## config.mk

```make
export PLATFORM = sky130hd
export DESIGN_NAME = dbnc_top
export DESIGN_NICKNAME = d
export VERILOG_FILES = /design/src/rtl/dbnc_pkg.sv /design/src/rtl/dbnc_regs.sv /design/src/rtl/dbnc_ticker.sv /design/src/rtl/dbnc_lane.sv /design/src/rtl/dbnc_top.sv
export SDC_FILE = /design/constraint.sdc
export NUM_CORES = 1
export LEC_CHECK = 0
export BUFFER_PORTS_ARGS = -buffer_cell sky130_fd_sc_hd__buf_2
export CAP_MARGIN = 15
export CORE_MARGIN = 1
export CORE_UTILIZATION = 59
export DETAILED_ROUTE_END_ITERATION = 8
export PLACE_DENSITY = 0.83
export SLEW_MARGIN = 20
export SYNTH_ARGS = -nofsm -noshare
export SYNTH_HDL_FRONTEND = slang
export SYNTH_SLANG_ARGS = --single-unit
```

## constraint.sdc

```tcl
create_clock -name clk -period 9.4 [get_ports clk]
set_input_delay 1.41 -clock clk [delete_from_list [all_inputs] [get_ports clk]]
set_output_delay 1.41 -clock clk [all_outputs]
set_load 0.03 [all_outputs]
```

## src/rtl/dbnc_pkg.sv

```systemverilog
// Shared constants for the debouncer: register offsets and default sizes.
package dbnc_pkg;
    localparam int unsigned BUS_DW       = 32;
    localparam int unsigned BUS_AW       = 8;
    localparam int unsigned DEF_LINES    = 32;
    localparam int unsigned DEF_DIV_W    = 24;
    localparam int unsigned DEF_SYNC     = 2;
    localparam logic [BUS_AW-1:0] OFS_FILT_EN = 8'h40;
    localparam logic [BUS_AW-1:0] OFS_DIVISOR = 8'h44;
endpackage

```

## src/rtl/dbnc_regs.sv

```systemverilog
// Register file for the debouncer: filter-enable mask and tick divisor.
// Assumes single-cycle writes and a combinational read path; offsets
// that are not mapped read zero and ignore writes.
module dbnc_regs #(
    parameter int unsigned LINES  = 32,
    parameter int unsigned DIV_W  = 24,
    parameter int unsigned AW     = 8,
    parameter int unsigned DW     = 32,
    parameter logic [AW-1:0] EN_OFS  = 8'h40,
    parameter logic [AW-1:0] DIV_OFS = 8'h44
) (
    input  logic             clk,
    input  logic             rst_n,
    input  logic [AW-1:0]    addr,
    input  logic             wr,
    input  logic [DW-1:0]    wdata,
    output logic [DW-1:0]    rdata,
    output logic [LINES-1:0] en_q,
    output logic [DIV_W-1:0] div_q,
    output logic             div_wr
);
    logic hit_en;
    logic hit_div;

    // Decode the two mapped offsets.
    always_comb begin
        hit_en  = (addr == EN_OFS);
        hit_div = (addr == DIV_OFS);
        div_wr  = wr && hit_div;
    end

    // Hold the filter-enable mask and the truncated divisor.
    always_ff @(posedge clk) begin
        if (!rst_n) begin
            en_q  <= '0;
            div_q <= '0;
        end else begin
            if (wr && hit_en)  en_q  <= wdata[LINES-1:0];
            if (wr && hit_div) div_q <= wdata[DIV_W-1:0];
        end
    end

    // Drive read data, zero-extending narrower registers.
    always_comb begin
        rdata = '0;
        if (hit_en)       rdata[LINES-1:0] = en_q;
        else if (hit_div) rdata[DIV_W-1:0] = div_q;
    end

    p_en_write_r2: assert property (@(posedge clk) disable iff (!rst_n)
        (wr && addr == EN_OFS) |=> en_q == $past(wdata[LINES-1:0]));
    p_div_write_r3: assert property (@(posedge clk) disable iff (!rst_n)
        (wr && addr == DIV_OFS) |=> div_q == $past(wdata[DIV_W-1:0]));
endmodule

```

## src/rtl/dbnc_ticker.sv

```systemverilog
// Shared debounce tick divider. It emits one tick every div_q cycles,
// or every cycle when div_q is 0 or 1. A divisor write suppresses the
// tick in that cycle and restarts the count from zero.
module dbnc_ticker #(
    parameter int unsigned DIV_W = 24
) (
    input  logic             clk,
    input  logic             rst_n,
    input  logic [DIV_W-1:0] div_q,
    input  logic             div_wr,
    output logic             tick
);
    logic [DIV_W-1:0] cnt_q;
    logic [DIV_W-1:0] lim;

    // Terminal count; small divisors collapse to a tick every cycle.
    always_comb begin
        lim  = (div_q <= DIV_W'(1)) ? '0 : div_q - DIV_W'(1);
        tick = !div_wr && (cnt_q >= lim);
    end

    // Advance the count, clearing it on a tick or a divisor write.
    always_ff @(posedge clk) begin
        if (!rst_n)               cnt_q <= '0;
        else if (div_wr || tick)  cnt_q <= '0;
        else                      cnt_q <= cnt_q + DIV_W'(1);
    end

    p_restart_on_write_r8: assert property (@(posedge clk) disable iff (!rst_n)
        div_wr |=> (cnt_q == '0));
    p_tick_clears_r7: assert property (@(posedge clk) disable iff (!rst_n)
        tick |=> (cnt_q == '0));
endmodule

```

## src/rtl/dbnc_lane.sv

```systemverilog
// One input line: a synchronizer chain, then a two-tick agreement filter.
// The filter runs at all times. use_filt picks its output or the plain
// synchronized value. Assumes SYNC_STAGES >= 2.
module dbnc_lane #(
    parameter int unsigned SYNC_STAGES = 2
) (
    input  logic clk,
    input  logic rst_n,
    input  logic raw,
    input  logic tick,
    input  logic use_filt,
    output logic out
);
    logic [SYNC_STAGES-1:0] sync_q;
    logic                   s;
    logic                   last_q;
    logic                   filt_q;

    assign s = sync_q[SYNC_STAGES-1];

    // Shift the raw line through the synchronizer.
    always_ff @(posedge clk) begin
        if (!rst_n) sync_q <= '0;
        else        sync_q <= {sync_q[SYNC_STAGES-2:0], raw};
    end

    // On a tick, accept the value only if the previous tick agreed.
    always_ff @(posedge clk) begin
        if (!rst_n) begin
            last_q <= 1'b0;
            filt_q <= 1'b0;
        end else if (tick) begin
            last_q <= s;
            if (s == last_q) filt_q <= s;
        end
    end

    // Select the filtered or synchronized value.
    always_comb out = use_filt ? filt_q : s;

    p_hold_between_ticks_r6: assert property (@(posedge clk) disable iff (!rst_n)
        !tick |=> $stable(filt_q));
    p_disagree_blocks_r6: assert property (@(posedge clk) disable iff (!rst_n)
        (tick && (s != last_q)) |=> $stable(filt_q));
endmodule

```

## src/rtl/dbnc_top.sv

```systemverilog
// Debouncer top: register file, shared tick divider and one lane per line.
// A line is filtered only when its enable bit and its interrupt enable
// are both set. Assumes LINES <= 32 and DIV_W <= 32.
module dbnc_top
    import dbnc_pkg::*;
#(
    parameter int unsigned LINES       = DEF_LINES,
    parameter int unsigned DIV_W       = DEF_DIV_W,
    parameter int unsigned SYNC_STAGES = DEF_SYNC
) (
    input  logic              clk,
    input  logic              rst_n,
    input  logic [BUS_AW-1:0] bus_addr,
    input  logic              bus_wr,
    input  logic [BUS_DW-1:0] bus_wdata,
    output logic [BUS_DW-1:0] bus_rdata,
    input  logic [LINES-1:0]  line_in,
    input  logic [LINES-1:0]  irq_en,
    output logic [LINES-1:0]  line_out
);
    logic [LINES-1:0] en_q;
    logic [DIV_W-1:0] div_q;
    logic             div_wr;
    logic             tick;

    dbnc_regs #(
        .LINES(LINES), .DIV_W(DIV_W), .AW(BUS_AW), .DW(BUS_DW),
        .EN_OFS(OFS_FILT_EN), .DIV_OFS(OFS_DIVISOR)
    ) u_regs (
        .clk(clk), .rst_n(rst_n), .addr(bus_addr), .wr(bus_wr),
        .wdata(bus_wdata), .rdata(bus_rdata),
        .en_q(en_q), .div_q(div_q), .div_wr(div_wr)
    );

    dbnc_ticker #(.DIV_W(DIV_W)) u_ticker (
        .clk(clk), .rst_n(rst_n), .div_q(div_q), .div_wr(div_wr), .tick(tick)
    );

    for (genvar i = 0; i < LINES; i++) begin : g_lane
        dbnc_lane #(.SYNC_STAGES(SYNC_STAGES)) u_lane (
            .clk(clk), .rst_n(rst_n), .raw(line_in[i]), .tick(tick),
            .use_filt(en_q[i] & irq_en[i]), .out(line_out[i])
        );
    end
endmodule

```

==> impl_results.md, run 1 <==
- Outcome: completed
- Clock latency of the later-clocked register in the worst-skew pair: 0.50 ns
- Clock transition at path regs: 0.06 ns
- Largest fanout on the critical path: 35
- Number of enable flip-flop cells after synthesis: 0
- Die Height: 131.1 um
- Required time worst endpoint: 9.83 ns
- Fraction of layout cells with a size suffix above 1: 21.59%
- Number of diodes: 0
- Crit path arrival time: 6.13 ns
- Cell area power density: 180.2 nW/um2
- Synth async-reset ratio: 0%
- Number of pins with negative max-slew slack in the final report: 0
- Cell types with the largest area share after synthesis: sky130_fd_sc_hd__dfxtp_1 (42%), sky130_fd_sc_hd__nand2_1 (9.4%), sky130_fd_sc_hd__and2_1 (4.7%), sky130_fd_sc_hd__a21boi_0 (4.4%), sky130_fd_sc_hd__mux2_2 (3.7%)
- Leading register cell type out of synthesis: sky130_fd_sc_hd__dfxtp_1
- IR Drop Worst-Case VDD: 0.1729 mV
- Synth Register Bits: 208
- Biggest cell delay along the critical path: 0.79 ns
- Remaining routing DRC violations: 0
- Total of cells resized after clock tree synthesis: 0
- Leakage power: 4.867 nW
- Buffers inserted by post-CTS timing repair: 0
- Cells traversed along the worst timing path: or2_2, or3_1, nor4_1, nand4_1, and4b_1, a21oi_1, ha_1, nand4_1, nor4_1, a221o_1, a31oi_4, buf_4, a21oi_4, buf_4, mux2i_1
- Dominant cell by count in the synthesized netlist: sky130_fd_sc_hd__nand2_1
- Warnings, synthesis: 0
- Power, Total: 2.035 mW
- Slack of the worst reg-to-reg path: 3.70 ns
- Met3 track demand over resource: 3.693%
- Cells after Synth: 1,111
- Endpoint type of the worst setup path: flop
- Most heavily used metal layer in global routing: met2
- Remaining number of nets flagged by the antenna check after routing: 0
- Number of global-route vias before repair: 7,680
- Endpoints failing setup: 0
- Initial core utilization: 61.21%
- Placement row count: 46
- Cell type contributing the most total cell area after synthesis: sky130_fd_sc_hd__dfxtp_1
- Core area: 16,060 um2
- Maximum clock frequency: 0.1755 GHz
- Max Cap Violations: 0
- GRT Resource Usage Total: 27.60%
- Crit path max-delay cell type: sky130_fd_sc_hd__nand4_1
- Routed length per instance: 16.45 um
- Maximum number of pins on one net before global-route repair: 154
- Top cells by instance count after synthesis: sky130_fd_sc_hd__nand2_1 (245), sky130_fd_sc_hd__dfxtp_1 (208), sky130_fd_sc_hd__and2_1 (74)
- Period minus WS final: 5.700 ns
- Skew final: 0.01629 ns
- Routed Wire Length: 23,680 um
- First-pass GRT wire length: 37,740 um
- Unrepaired setup endpoints after global routing: no
- Routability-driven placement congestion ratio: 0.8395
- Number of port buffers: 170
- Buffer type at the clock tree root: sky130_fd_sc_hd__clkbuf_16
- Setup Total Neg Slack: 0 ns
- Slew headroom: 31.14%
- Worst min path class: flop to flop
- Final number of hold-violating endpoints: 0
- Critical path start-end classification: flop to flop
- Global routing usage on met1: 36.86%
- Tcrit/Tclk final: 60.63%
- Part of the Yosys area used for sequential elements: 42.36%
- Portion of synthesized cell area occupied by the leading cell type: 42.36%
- Clock tree from TritonCTS: done
- Total Die Area: 17,180 um2
- DIE WIDTH: 131.1 um
- Number of iterations in the first detailed-routing pass: 5
- Number of buffers between clock root and the deepest sink: 3
- Sort of element at the start of the critical path: flop
- Post-Syn Area per Cell: 8.847 um2
- Post-detailed-route via-to-cell ratio: 5.746
- Number of nets produced by synthesis: 1,245
- Boundary pin count: 171
- Area overhead of the layout relative to synthesis: 14.88%
- CTS Sinks: 208
- Antenna violations before repair: 0
- Post-CTS Hold Buffers: 0
- Initial detailed-routing violation count: 625
- Post-DP HPWL: 15,830 um
- Nets: 1,342
- Post-synthesis cell type count: 47
- Clock H-tree levels: 1
- Transition time at the pin with the least slew margin: 1.030 ns
- Total clock buffers created by CTS: 22
- Met2 Usage GRT: 47.00%
- Cell Area, Synth: 9829 um2
- Overflow left after global routing: 0
- Via count of the routed design: 8,268
-- kinds of logic (layout without fill, tap and decap cells) --
| logic type | count (synthesis) | count (layout) | share of synthesized area (%) |
|---|---|---|---|
| AOI/OAI and AO/OA | 205 | 205 | 16.37 |
| xor gates and xnor gates | 38 | 38 | 3.386 |
| adders and majority gates | 27 | 27 | 3.437 |
| buffers and inverters | 115 | 227 | 5.804 |
| DFF | 208 | 208 | 42.36 |
| muxes | 64 | 64 | 6.925 |
| and+or+nand+nor | 454 | 454 | 21.72 |
-- stage by stage --
stage          utilization [%]  instances  hold WS [ns]  setup WS [ns]  cell area [um2]
2_1_floorplan                -       1111        0.4119          4.994             9829
3_3_place_gp             65.47       1398        0.4133          3.868            10510
3_5_place_dp             65.47       1398        0.4185          3.719            10510
4_1_cts                  70.06       1437        0.4307          3.665            11250
5_1_grt                  70.32       1439        0.4389          3.110            11290
6_report                 70.32       1439        0.4291          3.700            11290
-- report_power, final --
part | leakage [nW] | internal (mW) | switching (mW)
sequential | 1.69 | 0.908 | 0.0186
clock | 0.360 | 0.524 | 0.350
combinational | 2.82 | 0.0859 | 0.148
-- per-layer routing --
layer | routed length (um) | up-vias
met5 | 0 | -
met4 | 325 | 0
met3 | 1292 | 30
met2 | 11510 | 251
met1 | 10550 | 3911
li1 | - | 4076
-- worst max-delay path, delay by kind of cell, from the launching register on --
family,cells,cell delay [ns]
AOI/OAI and AO/OA,4,0.93
and+or+nand+nor,7,3.15
muxes,1,0.25
buffers and inverters,2,0.77
adders and majority gates,1,0.16
DFF,1,0.35
-- final timing paths --
path,start,endpoint,cells after the start
min,g_lane[14].u_lane.sync_q[0]$_SDFF_PN0_,g_lane[14].u_lane.sync_q[1]$_SDFF_PN0_,1
max,u_regs.div_q[16]$_SDFFE_PN0P_,g_lane[21].u_lane.last_q$_SDFFE_PN0P_,15
max reg2reg,u_regs.div_q[16]$_SDFFE_PN0P_,g_lane[21].u_lane.last_q$_SDFFE_PN0P_,15
min reg2reg,g_lane[14].u_lane.sync_q[0]$_SDFF_PN0_,g_lane[14].u_lane.sync_q[1]$_SDFF_PN0_,1
-- cell usage in the layout, fill, tap and decap left out, types with 32 or more instances in the layout --
| master | instances |
|---|---|
| sky130_fd_sc_hd__a311o_1 | 32 |
| sky130_fd_sc_hd__nand2_1 | 244 |
| sky130_fd_sc_hd__a21boi_0 | 57 |
| sky130_fd_sc_hd__mux2_2 | 32 |
| sky130_fd_sc_hd__nand4_1 | 42 |
| sky130_fd_sc_hd__a21oi_1 | 42 |
| sky130_fd_sc_hd__buf_2 | 169 |
| sky130_fd_sc_hd__mux2i_1 | 32 |
| sky130_fd_sc_hd__o311a_1 | 32 |
| sky130_fd_sc_hd__dfxtp_1 | 208 |
| sky130_fd_sc_hd__and2_1 | 75 |
| sky130_fd_sc_hd__nor2_1 | 39 |
-- flip-flops by register name, indices dropped and copies added, names as in the netlist --
signal,cells
g_lane.u_lane.sync_q,64
g_lane.u_lane.filt_q,32
g_lane.u_lane.last_q,32
u_regs.en_q,32
u_regs.div_q,24
u_ticker.cnt_q,24
-- area by class of cell --
class                      count  area, um2
inverter                       7      26.28
fill                        1260       4766
clock buffer                  28      624.3
sequential                   208       4164
multi-input combinational    788       5127
tap                          216      270.3
clock inverter                11      112.6
timing repair buffer         181      967.2
Note: power is estimated with default switching activity, not from simulation.
==> run 2: changes to the inputs <==
--- a/config.mk
+++ b/config.mk
@@ -5,12 +5,13 @@
 export SDC_FILE = /design/constraint.sdc
 export NUM_CORES = 1
 export LEC_CHECK = 0
+export ABC_AREA = 1
 export BUFFER_PORTS_ARGS = -buffer_cell sky130_fd_sc_hd__buf_2
 export CAP_MARGIN = 15
 export CORE_MARGIN = 1
-export CORE_UTILIZATION = 59
+export CORE_UTILIZATION = 51
 export DETAILED_ROUTE_END_ITERATION = 8
-export PLACE_DENSITY = 0.83
+export PLACE_DENSITY = 0.76
 export SLEW_MARGIN = 20
 export SYNTH_ARGS = -nofsm -noshare
 export SYNTH_HDL_FRONTEND = slang
==> constraint.sdc (replaced) <==
create_clock -name clk -period 4.6 [get_ports clk]
set_input_delay 0.69 -clock clk [delete_from_list [all_inputs] [get_ports clk]]
set_output_delay 0.69 -clock clk [all_outputs]
set_load 0.03 [all_outputs]
==> impl_results.md, run 2 <==
- Total clock buffers created by CTS: 22 (unchanged)
- DIE WIDTH: 141.7 um (+8.1%)
- Clock H-tree levels: 1 (unchanged)
- Final number of hold-violating endpoints: 0 (unchanged)
- Number of cells on the worst reg-to-reg path: 20 (+5)
- Int Pwr: 3.407 mW (+120%)
- Post-detailed-route via-to-cell ratio: 5.196 (-9.6%)
- Cell depth of the worst min-delay path: 3 (+2)
- Remaining number of nets flagged by the antenna check after routing: 0 (unchanged)
- Relative contribution of combinational cells to total power: 16.5% (+5.0 points)
- Final-layout fill cell count: 1,765 (+40%)
- Slew headroom: 34.70% (+3.6 points)
- Clock latency of the later-clocked register in the worst-skew pair: 0.50 ns (about the same)
- Total of cells resized after clock tree synthesis: 0 (unchanged)
- Warnings, synthesis: 0 (unchanged)
- Transition time at the pin with the least slew margin: 0.9795 ns (-0.05037 ns)
- Skew final: 0.008665 ns (-0.007626 ns)
- Cell type contributing the most total cell area after synthesis: sky130_fd_sc_hd__dfxtp_1
- Fraction of synthesized cell area in xor and xnor cells: 1.496% (-1.9 points)
- Portion of synthesized cell area occupied by the leading cell type: 41.84% (-0.52 points)
- Final worst slack: 0.6204 ns (-3.080 ns)
- Slack of the worst reg-to-reg path: 0.62 ns (-3.08 ns)
- First-pass GRT wire length: 41,010 um (+8.7%)
- Number of enable flip-flop cells after synthesis: 0 (unchanged)
- Post-synthesis cell type count: 31 (-34%)
- Crit path arrival time: 4.36 ns (-1.77 ns)
- NetSw: 1.317 mW (+150%)
- Area fraction in and, or, nand and nor cells after synthesis: 28.87% (+7.2 points)
- Largest family of logic cells by synthesized area: simple AND/OR/NAND/NOR gates
- Number of iterations in the first detailed-routing pass: 5 (unchanged)
- Power, Total: 4.724 mW (+130%)
- Cells after Synth: 1,417 (+28%)
- Maximum number of pins on one net before global-route repair: 116 (-25%)
- Origin of the critical flop-to-flop path: u_regs.div_q[4]$_SDFFE_PN0P_
- Leading cell type in the layout, fill and taps excluded: sky130_fd_sc_hd__nand2_1
- Initial core utilization: 52.68% (-8.5 points)
- Area overhead of the layout relative to synthesis: 15.63%
- GRT Resource Usage Total: 25.14% (-2.5 points)
- Buffers inserted by post-CTS timing repair: 0 (unchanged)
- Worst Setup Slack post-DPL: 0.6983 ns (-3.021 ns)
- Synth Register Bits: 208 (unchanged)
- Initial detailed-routing violation count: 741 (+19%)
- Remaining routing DRC violations: 0 (unchanged)
- Cell count after placement: 1,757 (+26%)
- Part of the Yosys area used for sequential elements: 41.84% (-0.52 points)
- Cell types with the largest area share after synthesis: sky130_fd_sc_hd__dfxtp_1 (42%), sky130_fd_sc_hd__nand2_1 (10%), sky130_fd_sc_hd__nor2_1 (6.6%), sky130_fd_sc_hd__inv_1 (6.3%), sky130_fd_sc_hd__nand3_1 (6.0%)
- Number of port buffers: 170 (unchanged)
- CTS Sinks: 208 (unchanged)
- Sort of element at the start of the critical path: flop
- Top cells by instance count after synthesis: sky130_fd_sc_hd__nand2_1 (264), sky130_fd_sc_hd__dfxtp_1 (208), sky130_fd_sc_hd__nor2_1 (176)
- Routed length per instance: 14.10 um (-14%)
- Terminus of the critical flop-to-flop path: g_lane[18].u_lane.filt_q$_SDFFE_PN0P_
- Largest fanout on the critical path: 96 (+170%)
- Worst-case hold path end point: g_lane[31].u_lane.sync_q[0]$_SDFF_PN0_
- Largest Register: g_lane.u_lane.sync_q
- Cell area power density: 410.5 nW/um2 (+130%)
- Worst min path class: input port to flop
- Dominant cell by count in the synthesized netlist: sky130_fd_sc_hd__nand2_1
- IR Drop Worst-Case VDD: 0.2609 mV (+51%)
- Clock tree from TritonCTS: done
- Share of the synthesized area in compound gates (AO/OA/AOI/OAI): 12.72% (-3.6 points)
- Register share of total power: 43.4% (-2.1 points)
- Total Die Area: 20,080 um2 (+17%)
- Cell Area, Synth: 9952 um2 (+1.2%)
- Portion of total power attributed to the clock network: 40.2% (-2.8 points)
- Core area: 18,890 um2 (+18%)
- Endpoint type of the worst setup path: flop
- Crit. Startpoint: u_regs.div_q[4]$_SDFFE_PN0P_
- Number of pins with negative max-slew slack in the final report: 0 (unchanged)
- Die Height: 141.7 um (+8.1%)
- Boundary pin count: 171 (unchanged)
- Max Cap Violations: 0 (unchanged)
- Clock transition at path regs: 0.06 ns (about the same)
- Unrepaired setup endpoints after global routing: no
- Placement row count: 50 (+8.7%)
- Post-Syn Area per Cell: 7.023 um2 (-21%)
- Number of flip-flops in the largest register: 64 (unchanged)
- Period minus WS final: 3.980 ns (-1.720 ns)
- Worst hold path startpoint: line_in[31]
- Fraction of layout cells with a size suffix above 1: 14.96% (-6.6 points)
- Required time worst endpoint: 4.98 ns (-4.85 ns)
- Number of global-route vias before repair: 8,690 (+13%)
- Multiplexer area fraction after synthesis: 0% (-6.9 points)
- Post-CTS Hold Buffers: 0 (unchanged)
- Setup Total Neg Slack: 0 ns (unchanged)
- Outcome: completed
- Post-route non-filler standard cell count: 1,798 (+25%)
- Overflow left after global routing: 0 (unchanged)
- Post-DP HPWL: 17,900 um (+13%)
- Tcrit/Tclk final: 86.51% (+26 points)
- Leading register cell type out of synthesis: sky130_fd_sc_hd__dfxtp_1
- Adder-cell area share of the yosys netlist: 3.395% (-0.042 points)
- Leakage power: 5.666 nW (+16%)
- Number of buffers between clock root and the deepest sink: 3 (unchanged)
- Nets: 1,655 (+23%)
- Endpoints failing setup: 0 (unchanged)
- Final design utilization: 60.91% (-9.4 points)
- Antenna violations before repair: 1 (+1)
- Via count of the routed design: 9,342 (+13%)
- Routability-driven placement congestion ratio: 0.9464 (+13%)
- Fraction of power spent switching nets: 27.88% (+2.5 points)
- Maximum clock frequency: 0.2513 GHz (+43%)
- Leading cell types in the layout, fill and taps excluded: sky130_fd_sc_hd__nand2_1 (263), sky130_fd_sc_hd__dfxtp_1 (208), sky130_fd_sc_hd__nor2_1 (175), sky130_fd_sc_hd__buf_2 (169), sky130_fd_sc_hd__inv_1 (168)
- Routed Wire Length: 25,360 um (+7.1%)
- Synth async-reset ratio: 0% (unchanged)
- Buffer type at the clock tree root: sky130_fd_sc_hd__clkbuf_16
- Number of nets produced by synthesis: 1,551 (+25%)
- Critical path start-end classification: flop to flop
==> run 2: changes by cell type after synthesis, sizes merged, moves of 32 or more <==
| cell | delta |
|---|---|
| a21boi | -57 |
| a21oi | +63 |
| a311o | -32 |
| and2 | -75 |
| inv | +161 |
| mux2 | -32 |
| mux2i | -32 |
| nand3 | +106 |
| nor2 | +136 |
| nor3 | +34 |
| o21a | +32 |
| o21ai | +83 |
| o311a | -32 |
==> run 2: layer usage <==
layer  global-route usage [%]  vias up  share of wire (%)
met1                    32.29     4221                 44
met3                    3.746       56                6.3
met4                    9.394        0                2.9
li1                         -     4775                  -
met2                    42.65      290                 47
met5                        0        -                  0
==> run 2: cell type report <==
type | count | area (um2) | share of cell area, %
Tap cell | 260 | 325.3 | 2.827
Timing Repair Buffer | 180 | 944.7 | 8.209
Multi-Input combinational cell | 941 | 4649 | 40.40
Clock buffer | 31 | 665.6 | 5.784
Inverter | 168 | 630.6 | 5.480
Sequential cell | 208 | 4164 | 36.19
Antenna cell | 1 | 2.502 | 0.02175
Clock inverter | 9 | 125.1 | 1.087
==> run 2: logic make-up (layout without fill, tap and decap cells) <==
logic type,Yosys count,in the layout
flip-flops,208,208
AO/OA/AOI/OAI,233,233
XOR/XNOR,17,17
adder cells (fa/ha/maj),27,27
other,0,1
AND/OR/NAND/NOR,664,664
buffers and inverters,268,388
==> run 2: metrics by stage <==
stage / hold slack (ns) / area, um2
after floorplan: 0.3905 / 9952
after global placement: 0.3932 / 10710
after detailed placement: 0.3947 / 10710
after CTS: 0.3623 / 11500
after global routing: 0.3743 / 11510
final: 0.3732 / 11510
==> run 2: how the worst max path moves through the flow <==
| stage | endpoint | slack, ns | depth (start not counted) |
|---|---|---|---|
| after floorplan | bus_rdata[10] | 1.67 | 5 |
| after global placement | g_lane[6].u_lane.last_q$_SDFFE_PN0P_ | 0.85 | 19 |
| after detailed placement | g_lane[11].u_lane.filt_q$_SDFFE_PN0P_ | 0.70 | 20 |
| after CTS | g_lane[1].u_lane.last_q$_SDFFE_PN0P_ | 0.67 | 19 |
| after global routing | g_lane[31].u_lane.filt_q$_SDFFE_PN0P_ | 0.19 | 20 |
| final | g_lane[18].u_lane.filt_q$_SDFFE_PN0P_ | 0.62 | 20 |
==> run 2: power by group through the flow <==
stage | combinational, mW | sequential (mW) | clock [mW]
floorplan | 0.623 | 2.06 | 0
global placement | 0.745 | 2.08 | 0
detailed placement | 0.768 | 2.09 | 0
CTS | 0.776 | 2.05 | 1.92
global route | 0.889 | 2.07 | 2.00
finish | 0.778 | 2.05 | 1.90
==> run 2: worst max-delay path, cell delays in order (launching register included) <==
cell	delay [ns]
sky130_fd_sc_hd__dfxtp_1	0.32
sky130_fd_sc_hd__inv_1	0.15
sky130_fd_sc_hd__nand2_1	0.08
sky130_fd_sc_hd__nor2_1	0.20
sky130_fd_sc_hd__nand3_1	0.18
sky130_fd_sc_hd__nor2_1	0.33
sky130_fd_sc_hd__inv_1	0.12
sky130_fd_sc_hd__nor2_1	0.13
sky130_fd_sc_hd__nand2_1	0.08
sky130_fd_sc_hd__xor2_1	0.13
sky130_fd_sc_hd__nand2_1	0.07
sky130_fd_sc_hd__ha_1	0.30
sky130_fd_sc_hd__nand2_1	0.07
sky130_fd_sc_hd__nor2_1	0.15
sky130_fd_sc_hd__nand3_1	0.12
sky130_fd_sc_hd__nor2_1	0.11
sky130_fd_sc_hd__nand2_1	0.12
sky130_fd_sc_hd__nand2_4	0.72
sky130_fd_sc_hd__nand3_1	0.23
sky130_fd_sc_hd__nand3_1	0.14
sky130_fd_sc_hd__nand2_1	0.06
==> run 3: changes to the inputs <==
--- a/config.mk
+++ b/config.mk
@@ -9,10 +9,12 @@
 export BUFFER_PORTS_ARGS = -buffer_cell sky130_fd_sc_hd__buf_2
 export CAP_MARGIN = 15
 export CORE_MARGIN = 1
-export CORE_UTILIZATION = 51
+export CORE_UTILIZATION = 58
 export DETAILED_ROUTE_END_ITERATION = 8
-export PLACE_DENSITY = 0.76
+export PLACE_DENSITY = 0.81
+export RECOVER_POWER = 25
 export SLEW_MARGIN = 20
 export SYNTH_ARGS = -nofsm -noshare
 export SYNTH_HDL_FRONTEND = slang
+export SYNTH_HIERARCHICAL = 1
 export SYNTH_SLANG_ARGS = --single-unit
==> constraint.sdc (replaced) <==
create_clock -name clk -period 4.45 [get_ports clk]
set_input_delay 0.6675 -clock clk [delete_from_list [all_inputs] [get_ports clk]]
set_output_delay 0.6675 -clock clk [all_outputs]
set_load 0.03 [all_outputs]
==> impl_results.md, run 3 <==
- Outcome: finished with violations
- Failing checks: capacitance limit, slew limit
- Combined area of the multi-input logic cells: 5388 um2 (+16%)
- Clock tree from TritonCTS: done
- Top cells by instance count after synthesis: sky130_fd_sc_hd__nand2_1 (408), sky130_fd_sc_hd__inv_1 (260), sky130_fd_sc_hd__nor2_1 (251)
- Post-route non-filler standard cell count: 2,105 (+17%)
- Worst min path class: input port to flop
- Slew headroom: -100.2% (-130 points)
- Clock latency of the later-clocked register in the worst-skew pair: 0.51 ns (about the same)
- Unrepaired setup endpoints after global routing: no
- Critical path start-end classification: input port to flop
- Number of nets produced by synthesis: 1,821 (+17%)
- Maximum clock frequency: 0.2799 GHz
- Dominant cell by count in the synthesized netlist: sky130_fd_sc_hd__nand2_1
- Routability-driven placement congestion ratio: 0.8852 (-6.5%)
- Cell count after placement: 2,063 (+17%)
- Crit path max-delay cell type: sky130_fd_sc_hd__clkbuf_1
- Routed length per instance: 12.10 um (-14%)
- Number of diodes: 0 (-1)
- Initial core utilization: 59.24% (+6.6 points)
- Post-Syn Area per Cell: 6.590 um2 (-6.2%)
- Nets: 1,988 (+20%)
- Remaining number of nets flagged by the antenna check after routing: 0 (unchanged)
- Cell area power density: 348.7 nW/um2 (-15%)
- Number of pins with negative max-slew slack in the final report: 71 (+71)
- Fraction of layout cells with a size suffix above 1: 26.24% (+11 points)
- Register Area: 4164 um2 (unchanged)
- First-pass GRT wire length: 42,410 um (+3.4%)
- Buffer type at the clock tree root: sky130_fd_sc_hd__clkbuf_16
- Post-synthesis cell type count: 37 (+19%)
- Tcrit/Tclk final: 80.30%
- IR Drop Worst-Case VDD: 0.2534 mV (-2.9%)
- Cell seen most often among critical-path stages: sky130_fd_sc_hd__nor2_1
- Biggest cell delay along the critical path: 2.08 ns (+1.36 ns)
- Antenna violations before repair: 0 (-1)
- Leading cell type in the layout, fill and taps excluded: sky130_fd_sc_hd__nand2_1
- Sort of element at the start of the critical path: input port
- GRT Resource Usage Total: 25.89% (+0.75 points)
- Clock transition at path regs: 0.06 ns (about the same)
- Worst Setup Slack post-DPL: 1.069 ns (+0.3702 ns)
- CTS Sinks: 208 (unchanged)
- Area overhead of the layout relative to synthesis: 15.73% (about the same)
- Largest delay contributor family on the critical path: buffers and inverters
- Endpoints failing setup: 0 (unchanged)
- Number of port buffers: 170 (unchanged)
- Post-CTS Hold Buffers: 0 (unchanged)
- Core area: 18,770 um2 (-0.66%)
- Post-detailed-route via-to-cell ratio: 4.834 (-7.0%)
- Max Cap Violations: 1 (+1)
- Remaining routing DRC violations: 0 (unchanged)
- Cell types with the largest area share after synthesis: sky130_fd_sc_hd__dfxtp_1 (37%), sky130_fd_sc_hd__nand2_1 (14%), sky130_fd_sc_hd__inv_1 (8.8%), sky130_fd_sc_hd__nor2_1 (8.5%), sky130_fd_sc_hd__nand2_2 (3.9%)
- Die Height: 140.5 um (-0.87%)
- Final-layout fill cell count: 1,584 (-10%)
- Cells traversed along the worst timing path: clkbuf_1, inv_1, nor2_1, nand3_2, nor2_1
- Overflow left after global routing: 0 (unchanged)
- Number of iterations in the first detailed-routing pass: 6 (+1)
- Initial detailed-routing violation count: 512 (-31%)
- Routed Wire Length: 25,470 um (+0.45%)
- Post-DP HPWL: 18,460 um (+3.1%)
- Placement row count: 50 (unchanged)
- Largest fanout on the critical path: 70 (-27%)
- Setup Total Neg Slack: 0 ns (unchanged)
- Cells after Synth: 1,687 (+19%)
- Period minus WS final: 3.573 ns
- Warnings, synthesis: 6 (+6)
- Portion of synthesized cell area occupied by the leading cell type: 37.45% (-4.4 points)
- Largest Register: g_lane.u_lane/sync_q
- Endpoint type of the worst setup path: flop
- Skew final: 0.01337 ns (+0.004706 ns)
- Number of flip-flops in the largest register: 64 (unchanged)
- Cell Area, Synth: 11,120 um2 (+12%)
- Buf+Inv Stages, Crit Path: 2 (unchanged)
- Total Die Area: 19,730 um2 (-1.7%)
- Part of the Yosys area used for sequential elements: 37.45% (-4.4 points)
- Number of enable flip-flop cells after synthesis: 0 (unchanged)
- Boundary pin count: 171 (unchanged)
- Number of global-route vias before repair: 9,376 (+7.9%)
- Transition time at the pin with the least slew margin: 3.003 ns (+2.024 ns)
- Leakage power: 6.811 nW (+20%)
- Maximum number of pins on one net before global-route repair: 90 (-22%)
- Crit path arrival time: 4.00 ns (-0.36 ns)
- Total clock buffers created by CTS: 23 (+4.5%)
- DIE WIDTH: 140.5 um (-0.87%)
- Cell type contributing the most total cell area after synthesis: sky130_fd_sc_hd__dfxtp_1
- Final number of hold-violating endpoints: 0 (unchanged)
- Synth async-reset ratio: 0% (unchanged)
- Synth Register Bits: 208 (unchanged)
- Final worst slack: 0.8767 ns (+0.2563 ns)
- Via count of the routed design: 10,180 (+8.9%)
- Number of buffers between clock root and the deepest sink: 3 (unchanged)
- Leading register cell type out of synthesis: sky130_fd_sc_hd__dfxtp_1
- Clock H-tree levels: 1 (unchanged)
- Total of cells resized after clock tree synthesis: 0 (unchanged)
- Required time worst endpoint: 4.87 ns (-0.11 ns)
- Leading cell types in the layout, fill and taps excluded: sky130_fd_sc_hd__nand2_1 (408), sky130_fd_sc_hd__inv_1 (260), sky130_fd_sc_hd__nor2_1 (251), sky130_fd_sc_hd__dfxtp_1 (208), sky130_fd_sc_hd__buf_2 (169)
- Buffers inserted by post-CTS timing repair: 0 (unchanged)
## run 3: final cells by class
cell class,instances,area share [%]
multi-input cells,1074,41.87
flip-flops and latches,208,32.36
inverters,369,10.77
repair buffers,178,7.147
clock buffers,33,5.154
well taps,234,2.275
clock inverters,9,0.4181
## run 3: worst paths after layout
| path | start | end | slack, ns | depth (start not counted) |
|---|---|---|---|---|
| worst max-delay path | rst_n | u_ticker/cnt_q[23]$_SDFF_PP0_ | 0.88 | 5 |
| worst min-delay path | line_in[29] | g_lane[29].u_lane/sync_q[0]$_SDFF_PN0_ | 0.33 | 3 |
| worst max register to register | u_regs/div_q[0]$_SDFFE_PN0P_ | g_lane[29].u_lane/filt_q$_SDFFE_PN0P_ | 1.03 | 21 |
| worst min register to register | g_lane[12].u_lane/sync_q[0]$_SDFF_PN0_ | g_lane[12].u_lane/sync_q[1]$_SDFF_PN0_ | 0.41 | 2 |
## run 3: worst register-to-register path, stage by stage, from the launching register on
cell                      delay [ns]
sky130_fd_sc_hd__dfxtp_1        0.34
sky130_fd_sc_hd__inv_1          0.12
sky130_fd_sc_hd__ha_1           0.25
sky130_fd_sc_hd__nand2_2        0.11
sky130_fd_sc_hd__nor2_4         0.23
sky130_fd_sc_hd__nand2_4        0.09
sky130_fd_sc_hd__nor2_4         0.13
sky130_fd_sc_hd__inv_2          0.06
sky130_fd_sc_hd__nand2_1        0.06
sky130_fd_sc_hd__nand3_1        0.08
sky130_fd_sc_hd__ha_1           0.29
sky130_fd_sc_hd__nand2_1        0.06
sky130_fd_sc_hd__nor2_1         0.14
sky130_fd_sc_hd__nand4_1        0.10
sky130_fd_sc_hd__nor2_1         0.10
sky130_fd_sc_hd__nand2_1        0.13
sky130_fd_sc_hd__a21oi_4        0.20
sky130_fd_sc_hd__buf_4          0.46
sky130_fd_sc_hd__nand2_1        0.20
sky130_fd_sc_hd__inv_2          0.09
sky130_fd_sc_hd__nand2_2        0.05
sky130_fd_sc_hd__a21oi_2        0.10
## run 3: cells by family after synthesis
| family | after synthesis | synth area share (%) |
|---|---|---|
| compound gates | 138 | 7.776 |
| xor+xnor | 23 | 1.812 |
| fa+ha+maj | 27 | 3.038 |
| buf+inv | 405 | 14.19 |
| flops | 208 | 37.45 |
| simple gates | 886 | 35.73 |
## run 3: layer usage
metal,vias to the layer above,GRT usage [%],part of all wire (%)
met3,50,4.205,4.6
li1,5362,-,-
met4,0,9.554,2.9
met1,4536,32.39,45
met2,227,44.84,48
met5,-,0,0
## run 3: through the flow
step                      area (um2)  utilization [%]  hold WS, ns  total power, mW
after floorplan                11130                -       0.3856            2.528
after global placement         12160            64.77       0.3870            2.698
after detailed placement       12160            64.77       0.3947            2.722
after CTS                      12870            68.59       0.3200            4.514
after global routing           12870            68.56       0.3300            4.696
final                          12870            68.56       0.3307            4.487
## run 3: report_power, final
group	total [mW]	switching, mW	internal, mW
logic	0.742	0.516	0.226
clock network	1.79	0.753	1.04
registers	1.95	0.0302	1.92
total	4.49	1.30	3.19
